--- config.mk ---
export PLATFORM = sky130hd
export DESIGN_NAME = potcmd_i2c_slave
export DESIGN_NICKNAME = d
export VERILOG_FILES = /design/src/rtl/potcmd_pkg.sv /design/src/rtl/potcmd_bus_sync.sv /design/src/rtl/potcmd_instr_latch.sv /design/src/rtl/potcmd_i2c_slave.sv
export SDC_FILE = /design/constraint.sdc
export NUM_CORES = 1
export LEC_CHECK = 0
export BUFFER_PORTS_ARGS = -buffer_cell sky130_fd_sc_hd__buf_2
export CAP_MARGIN = 25
export CORE_UTILIZATION = 30
export CTS_CLUSTER_SIZE = 16
export DETAILED_ROUTE_END_ITERATION = 6
export GPL_TIMING_DRIVEN = 0
export PLACE_DENSITY = 0.59
export SLEW_MARGIN = 20
export SYNTH_ARGS = -nofsm -noshare
export SYNTH_HDL_FRONTEND = slang
export SYNTH_SLANG_ARGS = --single-unit
--- constraint.sdc ---
create_clock -name clk -period 2.9 [get_ports clk]
set_clock_uncertainty 0.2 [all_clocks]
set_input_delay 0.435 -clock clk [delete_from_list [all_inputs] [get_ports clk]]
set_output_delay 0.435 -clock clk [all_outputs]
set_load 0.03 [all_outputs]
--- src/rtl/potcmd_pkg.sv ---
package potcmd_pkg;

    typedef enum logic [3:0] {
        ST_IDLE,
        ST_ADDR,
        ST_ADDR_ACK,
        ST_INSTR,
        ST_INSTR_ACK,
        ST_DATA,
        ST_DATA_ACK,
        ST_TX,
        ST_TX_ACK,
        ST_SKIP
    } cmd_state_e;

    // fields of an accepted instruction that the wiper side consumes
    typedef struct packed {
        logic chan;
        logic shdn;
        logic prog;
        logic ovr;
    } cmd_fields_t;

    localparam logic [4:0] ADDR_PREFIX = 5'b01011;

    // instruction bit positions (wire order, MSB first)
    localparam int IB_CHAN = 7;
    localparam int IB_SHDN = 6;
    localparam int IB_PROG = 5;
    localparam int IB_RSVD = 4;
    localparam int IB_OVR  = 3;

endpackage

--- src/rtl/potcmd_bus_sync.sv ---
module potcmd_bus_sync #(
    parameter int STAGES = 2
) (
    input  logic clk,
    input  logic rst_n,
    input  logic scl_i,
    input  logic sda_i,
    output logic scl_s,
    output logic sda_s,
    output logic scl_rise,
    output logic scl_fall,
    output logic start_det,
    output logic stop_det
);

    logic [STAGES-1:0] scl_pipe;
    logic [STAGES-1:0] sda_pipe;
    logic              scl_q;
    logic              sda_q;

    generate
        if (STAGES == 1) begin : g_one
            always_ff @(posedge clk or negedge rst_n) begin
                if (!rst_n) begin
                    scl_pipe <= '1;
                    sda_pipe <= '1;
                end else begin
                    scl_pipe <= scl_i;
                    sda_pipe <= sda_i;
                end
            end
        end else begin : g_many
            always_ff @(posedge clk or negedge rst_n) begin
                if (!rst_n) begin
                    scl_pipe <= '1;
                    sda_pipe <= '1;
                end else begin
                    scl_pipe <= {scl_pipe[STAGES-2:0], scl_i};
                    sda_pipe <= {sda_pipe[STAGES-2:0], sda_i};
                end
            end
        end
    endgenerate

    always_ff @(posedge clk or negedge rst_n) begin
        if (!rst_n) begin
            scl_q <= 1'b1;
            sda_q <= 1'b1;
        end else begin
            scl_q <= scl_s;
            sda_q <= sda_s;
        end
    end

    assign scl_s     = scl_pipe[STAGES-1];
    assign sda_s     = sda_pipe[STAGES-1];
    assign scl_rise  = scl_s & ~scl_q;
    assign scl_fall  = ~scl_s & scl_q;
    assign start_det = scl_s & scl_q & sda_q & ~sda_s;
    assign stop_det  = scl_s & scl_q & ~sda_q & sda_s;

endmodule

--- src/rtl/potcmd_instr_latch.sv ---
module potcmd_instr_latch
    import potcmd_pkg::*;
#(
    parameter int BYTE_W = 8
) (
    input  logic              clk,
    input  logic              rst_n,
    input  logic              load,
    input  cmd_fields_t       fields_in,
    input  logic              data_done,
    input  logic [BYTE_W-1:0] data_in,
    output logic              sel_chan,
    output logic              wr_stb,
    output logic              wr_chan,
    output logic              wr_shdn,
    output logic              wr_ovr,
    output logic              prog_req,
    output logic [BYTE_W-1:0] wr_code
);

    cmd_fields_t held;

    always_ff @(posedge clk or negedge rst_n) begin
        if (!rst_n) begin
            held     <= '0;
            wr_stb   <= 1'b0;
            prog_req <= 1'b0;
            wr_code  <= '0;
        end else begin
            wr_stb   <= data_done;
            prog_req <= data_done & held.prog;
            if (load)      held    <= fields_in;
            if (data_done) wr_code <= data_in;
        end
    end

    assign sel_chan = held.chan;
    assign wr_chan  = held.chan;
    assign wr_shdn  = held.shdn;
    assign wr_ovr   = held.ovr;


    stb_single_chk: assert property (@(posedge clk) disable iff (!rst_n)
        wr_stb |=> !wr_stb);


    prog_with_stb_chk: assert property (@(posedge clk) disable iff (!rst_n)
        prog_req |-> wr_stb);


    sel_hold_chk: assert property (@(posedge clk) disable iff (!rst_n)
        !load |=> $stable(sel_chan));

endmodule

--- src/rtl/potcmd_i2c_slave.sv ---
module potcmd_i2c_slave
    import potcmd_pkg::*;
#(
    parameter int BYTE_W      = 8,
    parameter int SYNC_STAGES = 2,
    parameter bit USE_PINS    = 1'b1
) (
    input  logic                   clk,
    input  logic                   rst_n,
    input  logic                   scl_i,
    input  logic                   sda_i,
    output logic                   sda_oe,
    input  logic [1:0]             addr_pins,
    input  logic [1:0][BYTE_W-1:0] chan_codes,
    input  logic [1:0]             valid_bits,
    output logic                   wr_stb,
    output logic                   wr_chan,
    output logic                   wr_shdn,
    output logic                   wr_ovr,
    output logic [BYTE_W-1:0]      wr_code,
    output logic                   prog_req
);

    localparam int CNT_W = $clog2(BYTE_W + 1);
    localparam logic [CNT_W-1:0] CNT_FULL = CNT_W'(BYTE_W);
    localparam logic [CNT_W-1:0] CNT_LAST = CNT_W'(BYTE_W - 1);

    logic scl_s, sda_s, scl_rise, scl_fall, start_det, stop_det;

    potcmd_bus_sync #(.STAGES(SYNC_STAGES)) u_sync (
        .clk       (clk),
        .rst_n     (rst_n),
        .scl_i     (scl_i),
        .sda_i     (sda_i),
        .scl_s     (scl_s),
        .sda_s     (sda_s),
        .scl_rise  (scl_rise),
        .scl_fall  (scl_fall),
        .start_det (start_det),
        .stop_det  (stop_det)
    );

    cmd_state_e        st, nxt;
    logic [BYTE_W-1:0] rx_sh;
    logic [BYTE_W-1:0] tx_sh;
    logic [CNT_W-1:0]  bit_cnt;
    logic              tx_stat;
    logic              m_nack;
    logic              sel_chan;
    logic              instr_ld;
    logic              data_done;
    logic [1:0]        low_bits;
    logic              byte_full;
    logic              addr_hit;
    logic [BYTE_W-1:0] status_byte;
    cmd_fields_t       new_fields;

    assign low_bits    = USE_PINS ? addr_pins : 2'b11;
    assign byte_full   = (bit_cnt == CNT_FULL);
    assign addr_hit    = (rx_sh[BYTE_W-1:1] == {ADDR_PREFIX, low_bits});
    assign status_byte = {valid_bits, {(BYTE_W-2){1'b0}}};
    assign new_fields  = '{chan: rx_sh[IB_CHAN], shdn: rx_sh[IB_SHDN],
                           prog: rx_sh[IB_PROG], ovr:  rx_sh[IB_OVR]};

    // state register
    always_ff @(posedge clk or negedge rst_n) begin
        if (!rst_n) st <= ST_IDLE;
        else        st <= nxt;
    end

    // transitions
    always_comb begin
        nxt = st;
        if (start_det) begin
            nxt = ST_ADDR;
        end else if (stop_det) begin
            nxt = ST_IDLE;
        end else begin
            unique case (st)
                ST_IDLE:      nxt = ST_IDLE;
                ST_ADDR:      if (scl_fall && byte_full)
                                  nxt = addr_hit ? ST_ADDR_ACK : ST_SKIP;
                ST_ADDR_ACK:  if (scl_fall) nxt = rx_sh[0] ? ST_TX : ST_INSTR;
                ST_INSTR:     if (scl_fall && byte_full)
                                  nxt = rx_sh[IB_RSVD] ? ST_SKIP : ST_INSTR_ACK;
                ST_INSTR_ACK: if (scl_fall) nxt = ST_DATA;
                ST_DATA:      if (scl_fall && byte_full) nxt = ST_DATA_ACK;
                ST_DATA_ACK:  if (scl_fall) nxt = ST_DATA;
                ST_TX:        if (scl_fall && bit_cnt == CNT_LAST) nxt = ST_TX_ACK;
                ST_TX_ACK:    if (scl_fall) nxt = m_nack ? ST_SKIP : ST_TX;
                ST_SKIP:      nxt = ST_SKIP;
                default:      nxt = ST_IDLE;
            endcase
        end
    end

    // outputs of the machine
    always_comb begin
        sda_oe    = 1'b0;
        instr_ld  = 1'b0;
        data_done = 1'b0;
        unique case (st)
            ST_ADDR_ACK, ST_INSTR_ACK, ST_DATA_ACK: sda_oe = 1'b1;
            ST_TX:    sda_oe = ~tx_sh[BYTE_W-1];
            ST_INSTR: instr_ld  = (nxt == ST_INSTR_ACK);
            ST_DATA:  data_done = (nxt == ST_DATA_ACK);
            default:  sda_oe = 1'b0;
        endcase
    end

    // shift registers and bit counter
    always_ff @(posedge clk or negedge rst_n) begin
        if (!rst_n) begin
            rx_sh   <= '0;
            tx_sh   <= '1;
            bit_cnt <= '0;
            tx_stat <= 1'b0;
            m_nack  <= 1'b0;
        end else if (start_det || stop_det) begin
            bit_cnt <= '0;
            tx_sh   <= '1;
        end else begin
            unique case (st)
                ST_ADDR, ST_INSTR, ST_DATA: begin
                    if (scl_rise) begin
                        rx_sh   <= {rx_sh[BYTE_W-2:0], sda_s};
                        bit_cnt <= bit_cnt + 1'b1;
                    end else if (scl_fall && byte_full) begin
                        bit_cnt <= '0;
                    end
                end
                ST_ADDR_ACK: if (scl_fall) begin
                    tx_sh   <= chan_codes[sel_chan];
                    tx_stat <= 1'b0;
                end
                ST_TX: if (scl_fall) begin
                    tx_sh   <= {tx_sh[BYTE_W-2:0], 1'b1};
                    bit_cnt <= (bit_cnt == CNT_LAST) ? '0 : bit_cnt + 1'b1;
                end
                ST_TX_ACK: begin
                    if (scl_rise) m_nack <= sda_s;
                    if (scl_fall) begin
                        tx_stat <= ~tx_stat;
                        tx_sh   <= tx_stat ? chan_codes[sel_chan] : status_byte;
                    end
                end
                default: bit_cnt <= '0;
            endcase
        end
    end

    potcmd_instr_latch #(.BYTE_W(BYTE_W)) u_latch (
        .clk       (clk),
        .rst_n     (rst_n),
        .load      (instr_ld),
        .fields_in (new_fields),
        .data_done (data_done),
        .data_in   (rx_sh),
        .sel_chan  (sel_chan),
        .wr_stb    (wr_stb),
        .wr_chan   (wr_chan),
        .wr_shdn   (wr_shdn),
        .wr_ovr    (wr_ovr),
        .prog_req  (prog_req),
        .wr_code   (wr_code)
    );


    drive_on_low_chk: assert property (@(posedge clk) disable iff (!rst_n)
        $rose(sda_oe) |-> !scl_s);


    release_on_low_chk: assert property (@(posedge clk) disable iff (!rst_n)
        $fell(sda_oe) |-> !scl_s);


    stop_release_chk: assert property (@(posedge clk) disable iff (!rst_n)
        stop_det |=> !sda_oe);


    rsvd_no_load_chk: assert property (@(posedge clk) disable iff (!rst_n)
        instr_ld |-> !rx_sh[IB_RSVD]);

endmodule

; ---- After elaboration in Yosys (flattened, before gate mapping)
; Index checks and enable logic that the tools add are counted.
; W data, S select, Z words.
[classes]
n_addsub = 1
magnitude_cmp = 1
n_eq_ne = 21
mux = 34
bitwise = 15
n_reduce_logical = 14
[ops]
columns = op, count
row1 = $mux W4, 17
row2 = $mux W8, 7
row3 = $pmux W4 S8, 1
row4 = $eq A4 B3 Y1 const B, 7
row5 = $pmux W8 S3, 1
row6 = $eq A4 B4 Y1 const B, 3
row7 = $pmux W4 S3, 1
row8 = $ne A3 B3 Y1 const B, 3
row9 = $reduce_and A3 Y1, 3
row10 = $and A1 B1 Y1, 8
row11 = $eq A4 B2 Y1 const B, 2
row12 = $reduce_and A4 Y1, 2
row13 = $eq A7 B6 Y1, 1
row14 = $not A1 Y1, 7
row15 = $reduce_or A3 Y1, 2
row16 = $add A4 B1 Y4 const B, 1
row17 = $eq A4 B1 Y1 const B, 1
row18 = $mux W1, 4
row19 = $ne A2 B2 Y1 const B, 2
row20 = $ne A4 B4 Y1 const B, 1
row21 = $pmux W1 S2, 2
row22 = $reduce_bool A4 Y1, 1
row23 = $reduce_or A2 Y1, 2
row24 = $mux W3, 1
row25 = 5 further kinds, 6
[word_totals]
register_bits = 46
input_bits = 24
output_inout_bits = 14
elab_cells = 103

; ---- Logic depth before layout (Yosys ltp)
[logic_depth]
depth_word = 10
ltp_mapped = 8
mapped_depth_nobuf = 7

; ---- By module
; A second synthesis with hierarchy kept.
[unflattened]
cells_unflattened = 221
area_unflattened_um2 = 2547.4
[modules_own_cells]
columns = module, instances, cells_each, area_per_inst_um2, seq_area_each_um2
row1 = potcmd_i2c_slave, 1, 182, 1815.5, 660.6
row2 = potcmd_instr_latch, 1, 29, 541.8, 350.3
row3 = potcmd_bus_sync, 1, 10, 190.2, 157.7

; ---- Least setup slack after synthesis
; OpenSTA, ideal clock, no wires.
[synth_timing]
kind = reg2reg
startpoint = reg u_sync.scl_q
endpoint = reg u_latch.wr_code[0]
setup_ns = 0.125
arrival_ns = 1.844
required_time_ns = 2.575
path_slack_ns = 0.731
path_stages_with_launch = 7
path_buffers = 1
period_less_slack_ns = 2.169
path_cell_list = dfstp_2 nand2b_1 buf_6 nor3b_4 a311oi_2 a21oi_4 mux2_2
[synth_via]
elab_chain_len = 8
elab_cells_between_ends = 20
classes_between = eq/ne (1) / mux (11) / bitwise (6) / reduce/logical (2)
[synth_rtl]
columns = item, line_no
row1 = "start, declared", potcmd_bus_sync.sv:18  ; logic scl_q;
row2 = "start signal, assigned", potcmd_bus_sync.sv:50  ; scl_q <= scl_s;
row3 = $and A1 B1 Y1, potcmd_bus_sync.sv:58  ; assign scl_fall = ~scl_s & scl_q;
row4 = $logic_and A1 B1 Y1 (on tied branches), n/a
row5 = $mux W4 (on tied branches), n/a
row6 = $pmux W4 S8, potcmd_i2c_slave.sv:79  ; unique case (st)
row7 = $mux W4, potcmd_i2c_slave.sv:76  ; end else if (stop_det) begin
row8 = $mux W4 (*), potcmd_i2c_slave.sv:74  ; if (start_det) begin
row9 = $eq A4 B3 Y1 (*), potcmd_i2c_slave.sv:106  ; ST_DATA: data_done = (nxt == ST_DATA_ACK);
row10 = $mux W1 (*), potcmd_i2c_slave.sv:102  ; unique case (st)
row11 = net data_done, potcmd_i2c_slave.sv:51  ; logic data_done;
row12 = "end signal, assigned", potcmd_instr_latch.sv:33  ; if (data_done) wr_code <= data_in;
row13 = "end, declared", potcmd_instr_latch.sv:18  ; output logic [BYTE_W-1:0] wr_code
; The timed path passes the listed nets; every way through them passes the cells marked *.
; A chain may end at the register's enable or synchronous reset.

; ---- Final worst setup path
[layout_timing]
startpoint = reg bit_cnt[0]
endpoint = reg u_latch.wr_code[4]
[layout_via]
elab_chain_len = 8
elab_cells_between_ends = 13
classes_between = eq/ne (3) / mux (8) / reduce/logical (2)
[layout_rtl]
columns = item, line_no
row1 = "start, declared", potcmd_i2c_slave.sv:46  ; logic [CNT_W-1:0] bit_cnt;
row2 = "start signal, assigned", potcmd_i2c_slave.sv:127  ; bit_cnt <= bit_cnt + 1'b1;
row3 = "start signal, assigned", potcmd_i2c_slave.sv:138  ; bit_cnt <= (bit_cnt == CNT_LAST) ? '0 : bit_cnt + 1'b1;
row4 = $eq A4 B3 Y1 / $eq A4 B4 Y1 (equally long branches), "potcmd_i2c_slave.sv:89, potcmd_i2c_slave.sv:59"
row5 = $logic_and A1 B1 Y1 (on tied branches), n/a
row6 = $mux W4 (on tied branches), n/a
row7 = $pmux W4 S8 (*), potcmd_i2c_slave.sv:79
row8 = $mux W4 (*), potcmd_i2c_slave.sv:76
row9 = $mux W4 (*), potcmd_i2c_slave.sv:74
row10 = $eq A4 B3 Y1 (*), potcmd_i2c_slave.sv:106
row11 = $mux W1 (*), potcmd_i2c_slave.sv:102
row12 = net data_done, potcmd_i2c_slave.sv:51
; Marked as above.

==> impl_metrics.csv <==
group,metric,value,unit
floorplan,fp.dieH,93.2,µm
clocking,post-cts-setup-buffers,0,
synth,ys_seq_elements,46,
global_route,grt_use_total,13.2,%
clocking,cts_hold_buffers,0,
synth,postSynthAreaPerCell,10.7,µm²
floorplan,num_io_pins,38,
setup_path,rrSetupSlack,400,ps
global_route,grt_pass1_vias,1866,
min_path,hold_path_depth,1,
timing,finalSetupTns,0,ps
pwr,power_switching,0.000280,W
setup_path,reg2reg_from,"bit_cnt[0]",
setup_path,cp.required,2890,ps
synth,synthCells,234,
min_path,holdPathEnd,"u_sync.sda_pipe[0]",
synth,syn_area,2490,µm²
routing,vias,1903,
global_route,grt_pass1_wl,9050,µm
pwr,intPower,0.000861,W
clocking,root_buffer,"clkbuf_8",
synth,ys_async_sr_fraction,100,%
finish,drive_above_1_share,37.5,%
clocking,path_clk_slew,90,ps
global_route,grt_max_degree,47,
clocking,cts_htree_levels,2,
clocking,clk_latency,310,ps
finish,diodes,0,
setup_path,cp.arrival,2490,ps
timing,fin_crit,2500,ps
setup_path,path_delay_family,"compound AO/OA/AOI/OAI gates",
outcome,status,"complete, no violations",
clocking,numCtsBuffers,5,
routing,vias_per_cell,4.98,
timing,setup_viol,0,
placement,io_buffers,37,
min_path,min_path_type,"in2reg",
clocking,max-clock-path-buffers,2,
routing,route.antenna.remaining_nets,0,
global_route,grt_antenna_before_repair,0,
floorplan,die_w,93.2,µm
timing,whs,21.9,ps
setup_path,max_stage_delay,440,ps
synth,synthFlopType,"dfrtp_1",
routing,wl,5370,µm
setup_path,crit_path_top_delay_cell,"dfrtp_1",
clocking,cts_tree,"built",
global_route,gr-total-overflow,0,
setup_path,setup.worst_path.end_class,"flop",
min_path,hold_start,"sda_i",
pwr,p_leak,1.26,nW
timing,finalMaxSlewViolations,0,
finish,area_delta_synth_final,16.5,%
pwr,p_seq_share,58.5,%
clocking,cts.sinks,46,
clocking,cts_resized,0,
timing,finalHoldViolCount,0,
placement,hpwl,3730,µm
routing,dr.pass1.iters,4,
floorplan,core_area,7890,µm²
pwr,ir_worst_vdd,0.000272,V
job,drv_cap,0,
timing,slew-limit-headroom,56.4,%
pwr,pwr-share-clk,34.7,%
synth,ys_seq_area_share,46.9,%
floorplan,start_util,31.6,%
setup_path,cp_num_buf_inv,1,
pwr,power.density,393,nW/µm²
synth,synthesis.nets,260,
placement,gp_congestion,0.881,
synth,yosysWarnings,0,
routing,drt-wirelength-per-cell,14.1,µm
timing,worst_pin_slew,655,ps
routing,drtIter0Drc,130,
setup_path,critPathMaxFanout,9,
pwr,comb_power_share,6.8,%
timing,fmax,400,MHz
synth,ys_types,56,
floorplan,std_cell_rows,32,
routing,drc,0,
setup_path,crit_type,"reg2reg",
setup_path,start_kind,"flop",
setup_path,rr_worst_depth,7,
setup_path,r2r-end,"u_latch.wr_code[4]",
synth,synth_edf_count,0,
pwr,power.share.switching,24.5,%
setup_path,path_cells,"inv_1 > ha_1 > and2_2 > nor3b_4 > a311oi_2 > a21oi_4 > mux2_2",
finish,nets,305,
timing,rsz0062_at_grt,"false",
floorplan,die_area,8680,µm²
timing,fin_crit_sh,86.1,%
## worst register-to-register path, stage by stage (launching register included)
cell,delay [ps]
dfrtp_1,440
inv_1,80
ha_1,140
and2_2,170
nor3b_4,370
a311oi_2,240
a21oi_4,360
mux2_2,380
## registers in the layout, summed over array words and instances (netlist names), 2 cells and up
name / count
rx_sh: 8
u_latch.wr_code: 8
u_sync.scl_pipe: 2
st: 4
bit_cnt: 4
tx_sh: 8
u_sync.sda_pipe: 2
## worst max-delay path by stage
stage / start / endpoint / cells after the start
finish: bit_cnt[0] / u_latch.wr_code[4] / 7
global route: st[0] / sda_oe / 6
CTS: bit_cnt[0] / u_latch.wr_code[2] / 7
detailed placement: bit_cnt[0] / u_latch.wr_code[2] / 7
global placement: bit_cnt[0] / u_latch.wr_code[6] / 7
floorplan: u_sync.scl_q / u_latch.wr_code[0] / 6
## power groups by stage
stage                     logic (W)  clock network (W)  registers, W
after floorplan           0.0000408                  0      0.000675
after global routing      0.0000884           0.000433      0.000670
final                     0.0000779           0.000396      0.000667
after detailed placement  0.0000773                  0      0.000679
after global placement    0.0000759                  0      0.000678
after CTS                 0.0000778           0.000406      0.000667
## cells by family (layout without fill, tap and decap cells)
kind of cell / after synthesis / count (layout) / synth area share, %
and+or+nand+nor: 78 / 78 / 19.2
AOI/OAI and AO/OA: 58 / 58 / 15.2
adders and majority gates: 2 / 2 / 1.00
buffers and inverters: 17 / 63 / 3.46
DFF: 46 / 46 / 46.9
muxes: 31 / 31 / 13.5
xor gates and xnor gates: 2 / 2 / 0.703
## synth_stat cells (3+ instances only)
library cell	count	area, µm²
dfrtp_1	32	801
a21oi_1	29	145
mux2_2	20	225
nand2_1	19	71.3
dfstp_2	14	368
nor2_1	11	41.3
mux2i_1	9	90.1
o21ai_0	9	45.0
inv_1	7	26.3
nor3_1	7	35.0
and2b_2	5	43.8
clkbuf_1	5	18.8
nand2b_1	4	25.0
nand3_1	4	20.0
a21o_1	3	22.5
nor2b_1	3	18.8
## area by class of cell
cell class,instances,area (µm²)
Buffer,10,60.1
Clock buffer,6,72.6
Clock inverter,2,13.8
Fill cell,810,4980
Inverter,7,26.3
Multi-Input combinational cell,171,1240
Sequential cell,46,1170
Tap cell,102,128
Timing Repair Buffer,38,198
## through the flow
stage | cells | power [W] | worst slack, ps | util [%] | instance area (µm²)
2_1_floorplan | 234 | 0.000716 | 731 | - | 2490
6_report | 382 | 0.00114 | 402 | 36.8 | 2910
3_3_place_gp | 373 | 0.000754 | 484 | 35.6 | 2810
5_1_grt | 382 | 0.00119 | 265 | 36.8 | 2910
4_1_cts | 381 | 0.00115 | 413 | 36.7 | 2890
3_5_place_dp | 373 | 0.000756 | 433 | 35.6 | 2810
## cells in the final DEF (no fill, tap or decap), drive strengths merged, types with 2 or more instances in the layout
cell type / netlist / routed
a21o: 3 / 3
a21oi: 31 / 31
and2: 2 / 2
and2b: 5 / 5
buf: 4 / 41
clkbuf: 6 / 12
clkinv: 0 / 2
dfrtp: 32 / 32
dfstp: 14 / 14
ha: 2 / 2
inv: 7 / 7
mux2: 22 / 22
mux2i: 9 / 9
nand2: 19 / 19
nand2b: 4 / 4
nand3: 4 / 4
nand4: 2 / 2
nor2: 11 / 11
nor2b: 3 / 3
nor3: 7 / 7
nor3b: 3 / 3
nor4: 3 / 3
o21ai: 11 / 11
o221ai: 2 / 2
o22ai: 2 / 2
o41ai: 2 / 2
or2: 2 / 2
or2b: 2 / 2
or3b: 2 / 2
xor2: 2 / 2
## routing by layer
metal,share of wire (%),up-vias,global-route usage [%]
li1,-,935,-
met1,49,896,18.4
met2,45,70,20.8
met3,6.1,2,2.52
met4,0.19,0,3.85
met5,0,-,0
(Power assumes the default switching activity.)
